**src/rtl/bts_pkg.sv**
```systemverilog
package bts_pkg;
  typedef enum logic [1:0] {
    OPC_PLAIN     = 2'b00,
    OPC_SKIP_SET  = 2'b01,
    OPC_SKIP_CLR  = 2'b10,
    OPC_PLAIN_ALT = 2'b11
  } opc_e;
endpackage

```
**src/rtl/bts_bit_pick.sv**
```systemverilog
module bts_bit_pick #(
  parameter int DATA_W = 8,
  localparam int IDX_W = $clog2(DATA_W)
) (
  input  logic [DATA_W-1:0] data_i,
  input  logic [IDX_W-1:0]  idx_i,
  output logic              bit_o
);
  logic [DATA_W-1:0] onehot;

  // One-hot decode of the index, then AND-OR reduction.
  for (genvar g = 0; g < DATA_W; g++) begin : g_dec
    assign onehot[g] = (idx_i == IDX_W'(g));
  end

  assign bit_o = |(onehot & data_i);

  always_comb begin
    a_r2_onehot_select: assert ($onehot(onehot));
  end
endmodule

```
**src/rtl/bts_skip_decide.sv**
```systemverilog
module bts_skip_decide
  import bts_pkg::*;
(
  input  opc_e op_i,
  input  logic bit_i,
  output logic take_o
);
  always_comb begin
    unique case (op_i)
      OPC_SKIP_SET: take_o = bit_i;
      OPC_SKIP_CLR: take_o = ~bit_i;
      default:      take_o = 1'b0;
    endcase
  end
endmodule

```
**src/rtl/bts_squash_reg.sv**
```systemverilog
module bts_squash_reg (
  input  logic clk,
  input  logic rst,
  input  logic issue_i,
  input  logic take_i,
  output logic squash_o
);
  logic squash_q;

  always_ff @(posedge clk) begin
    if (rst)
      squash_q <= 1'b0;
    else if (issue_i)
      squash_q <= squash_q ? 1'b0 : take_i;
  end

  assign squash_o = squash_q;

  a_r6_clear_after_one: assert property (@(posedge clk) disable iff (rst)
    squash_q && issue_i |=> !squash_q);
  a_r6_hold_when_idle: assert property (@(posedge clk) disable iff (rst)
    squash_q && !issue_i |=> squash_q);
  a_r8_idle_no_start: assert property (@(posedge clk) disable iff (rst)
    !squash_q && !issue_i |=> !squash_q);
  a_r9_reset_clears: assert property (@(posedge clk)
    rst |=> !squash_q);
endmodule

```
**src/rtl/bit_skip_unit.sv**
```systemverilog
module bit_skip_unit
  import bts_pkg::*;
#(
  parameter int DATA_W = 8,
  parameter int ADDR_W = 7,
  localparam int IDX_W = $clog2(DATA_W),
  localparam int CYC_W = 2
) (
  input  logic              clk,
  input  logic              rst,
  input  logic              issue_valid,
  input  logic [1:0]        op_class,
  input  logic [ADDR_W-1:0] reg_addr,
  input  logic [IDX_W-1:0]  bit_sel,
  output logic [ADDR_W-1:0] rd_addr,
  input  logic [DATA_W-1:0] rd_data,
  output logic              squash,
  output logic [CYC_W-1:0]  cycles
);
  opc_e op;
  logic tested_bit;
  logic take;
  logic squash_q;

  assign op      = opc_e'(op_class);
  assign rd_addr = reg_addr;

  bts_bit_pick #(.DATA_W(DATA_W)) u_pick (
    .data_i (rd_data),
    .idx_i  (bit_sel),
    .bit_o  (tested_bit)
  );

  bts_skip_decide u_decide (
    .op_i   (op),
    .bit_i  (tested_bit),
    .take_o (take)
  );

  bts_squash_reg u_squash (
    .clk      (clk),
    .rst      (rst),
    .issue_i  (issue_valid),
    .take_i   (take),
    .squash_o (squash_q)
  );

  assign squash = squash_q;

  // An annulled slot runs as a one-cycle no-operation; a taken skip costs two.
  always_comb begin
    if (!issue_valid)   cycles = CYC_W'(0);
    else if (squash_q)  cycles = CYC_W'(1);
    else if (take)      cycles = CYC_W'(2);
    else                cycles = CYC_W'(1);
  end

  a_r3_two_cycles_then_squash: assert property (@(posedge clk) disable iff (rst)
    cycles == CYC_W'(2) |=> squash);
  a_r7_annulled_is_one_cycle: assert property (@(posedge clk) disable iff (rst)
    squash && issue_valid |-> cycles == CYC_W'(1));
  a_r8_plain_never_squashes: assert property (@(posedge clk) disable iff (rst)
    issue_valid && !squash && (op == OPC_PLAIN || op == OPC_PLAIN_ALT) |=> !squash);
  a_r8_idle_zero_cycles: assert property (@(posedge clk) disable iff (rst)
    !issue_valid |-> cycles == CYC_W'(0));
endmodule

```
**config.mk**
```make
export PLATFORM = sky130hd
export DESIGN_NAME = bit_skip_unit
export DESIGN_NICKNAME = d
export VERILOG_FILES = /design/src/rtl/bts_pkg.sv /design/src/rtl/bts_bit_pick.sv /design/src/rtl/bts_skip_decide.sv /design/src/rtl/bts_squash_reg.sv /design/src/rtl/bit_skip_unit.sv
export SDC_FILE = /design/constraint.sdc
export NUM_CORES = 1
export LEC_CHECK = 0
export BUFFER_PORTS_ARGS = -buffer_cell sky130_fd_sc_hd__buf_2
export CAP_MARGIN = 10
export CORE_AREA = 2 2 39 41
export CTS_CLUSTER_DIAMETER = 60
export DETAILED_ROUTE_END_ITERATION = 10
export DIE_AREA = 0 0 41 43
export HOLD_SLACK_MARGIN = 0.05
export PLACE_DENSITY = 0.62
export SLEW_MARGIN = 20
export SYNTH_ARGS = -nofsm -noshare
export SYNTH_HDL_FRONTEND = slang
export SYNTH_SLANG_ARGS = --single-unit
```
**constraint.sdc**
```tcl
create_clock -name clk -period 2.5 [get_ports clk]
set_clock_uncertainty 0.1 [all_clocks]
set_input_delay 0.5 -clock clk [delete_from_list [all_inputs] [get_ports clk]]
set_output_delay 0.5 -clock clk [all_outputs]
set_load 0.02 [all_outputs]
```
==> reports/results.txt <==
Slew Limit Fails -> 0
Share of power burned in registers -> 28.2%
Hold/Removal Path Class -> reg2reg
Post-synthesis mux area share -> 40.8%
Net Sw Frac -> 31.2%
Area of the multi-input gates -> 140 µm²
Commonest cells after routing, fill and taps aside -> buf_2, nor2b_1, mux4_2, and3b_1
Post-route DRC -> 0
Internal -> 44.0 µW
Mapped Cells -> 21
Tmin final -> 2.39 ns
Maximum clock rate -> 418 MHz
Full die area -> 0.00176 mm²
Register bit count reported by yosys -> 1
Max cap viols -> 0
Lkg Pwr -> 0.000140 µW
Startpoint type of the worst setup path -> primary input
Syn nets -> 44
Number of global-route vias before repair -> 174
RePlAce Congestion -> 0.628
Vias per inst -> 3.92
CP max FO -> 2
Outcome -> finished, final reports clean
RSZ-0062 raised after global routing -> no
Fillers -> 158
Area fraction in and, or, nand and nor cells after synthesis -> 17.2%
Cell variety after synth -> 11
Post-Synth XOR/XNOR Area -> 0%
Comb pwr share -> 71.8%
Routed Antenna Nets -> 0
Storage cell area -> 20.0 µm²
Initial Util -> 15.3%
Routed len/inst -> 9.44 µm
NetSw -> 20.0 µW
Worst r2r path cells -> 3
Finish-stage setup viols -> 0
Largest net degree at the start of global routing -> 6
Relative slew slack -> 87.1%
Max reg flops -> 1
Post-synthesis sequential area ratio -> 9.47%
ANT cells -> 0
Fin. Hold Viols -> 0
First-pass GRT wire length -> 607 µm
Site row count -> 14
Count of input and output buffers -> 18
Final wirelength -> 453 µm
Met2 GRT Util -> 8.75%
I/O pin cnt -> 33
Grt met3 use -> 0.524%
Die Ht -> 43 µm
Main combinational cell family by area after synthesis -> multiplexers
Clk Latency, worst-skew pair -> 0 ns
Horiz. Die Dim -> 41 µm
Overall Global Routing Usage -> 4.51%
Most Used Layer, Global Route -> met2
Synthesized area per cell -> 10.1 µm²
Actual slew at the worst max-slew pin -> 0.189 ns
Hold slack final -> 0.403 ns
Setup bufs post-CTS -> 0
Crit share post-route -> 95.7%
Nets -> 57
Core Region -> 0.00138 mm²
Synth Area in Adders -> 0%
Finished Cell Area -> 277 µm²
Worst-path clk slew -> 0 ns
Leading cell type in the layout, fill and taps excluded -> buf_2
DRT Pass-1 Iters -> 1
CP Launch Point -> bit_sel[0]
M1 GR Usage -> 4.17%
Placed cell areas -> 269 µm²
Post-synthesis compound-gate area fraction -> 5.92%
Power density over the cells -> 231 mW/mm²
Total grt overflow -> 0
Worst Hold Depth -> 2
Critical Path AT -> 1.79 ns
Clock group share of total power -> 0%
Post-Syn Area -> 211 µm²
Worst hold path startpoint -> u_squash.squash_o$_SDFFE_PP0P_
Synthesis warning total -> 0
VDD IR max -> 0.0713 mV
Area delta synth->final -> 30.8%
Initial antenna violation count -> 0
Crit Path Class -> in2out
Layout cells sized above 1 -> 68.8%
Critical Path RT -> 1.90 ns
Via count -> 188
Crit end category -> output pin
Starting DRT DRC Count -> 0
R2R Path Start -> u_squash.squash_o$_SDFFE_PP0P_
# hold bufs at CTS -> 0
==> cell usage after synthesis <==
cell	number	area [µm²]
nand2b_1	1	6.26
inv_1	1	3.75
a21oi_1	1	5.00
o21a_1	1	7.51
buf_4	7	52.6
mux2i_2	1	13.8
mux2i_1	2	20.0
mux4_1	2	52.6
dfxtp_1	1	20.0
nor2b_1	2	12.5
and3b_1	2	17.5
==> kinds of logic (layout without fill, tap and decap cells) <==
logic type	count (synthesis)	in the layout
and+or+nand+nor	5	5
AOI/OAI and AO/OA	2	2
buffers and inverters	8	19
DFF	1	1
muxes	5	5
==> power by group through the flow <==
| stage | registers, µW | logic [µW] | clock network (µW) |
|---|---|---|---|
| global route | 18.3 | 49.5 | 0 |
| CTS | 18.1 | 40.6 | 0 |
| global placement | 18.1 | 39.2 | 0 |
| floorplan | 19.1 | 37.6 | 0 |
| finish | 18.1 | 45.9 | 0 |
| detailed placement | 18.1 | 39.5 | 0 |
==> stage by stage <==
step	utilization, %	total power (µW)	std cells	worst slack (ns)	TNS [ns]
floorplan	-	56.8	21	0.225	0
global placement	19.4	57.2	48	0.00240	0
detailed placement	19.4	57.7	48	-0.00147	-0.00147
CTS	19.6	58.7	48	0.00250	0
global route	20.0	67.8	48	0.0210	0
finish	20.0	64.0	48	0.108	0
==> final timing paths <==
path                                                  endpoint  slack, ns
worst min-delay path            u_squash.squash_o$_SDFFE_PP0P_       0.40
worst min register to register  u_squash.squash_o$_SDFFE_PP0P_       0.40
worst max register to register  u_squash.squash_o$_SDFFE_PP0P_       1.46
worst max-delay path                                 cycles[1]       0.11
==> area by class of cell <==
type                            instances  area share (%)
Inverter                                1            1.36
Multi-Input combinational cell         12            50.7
Sequential cell                         1            7.24
Tap cell                               16            7.24
Timing Repair Buffer                   18            33.5
==> timing repair <==
action,in CTS,in global routing
setup endpoints to repair,1,2
gates cloned,0,0
gates resized for setup,1,4
==> per-layer routing <==
layer / vias up / part of all wire [%]
met5: - / 0
met4: 0 / 0.44
met3: 2 / 11
met2: 8 / 51
met1: 87 / 38
li1: 91 / -
==> critical path, stage by stage <==
cell and delay, ns:
buf_2 0.10, mux4_2 0.52, mux2i_4 0.19, mux2i_2 0.27, inv_1 0.05, buf_2 0.15
No activity file was read; power rests on OpenSTA's default activity.
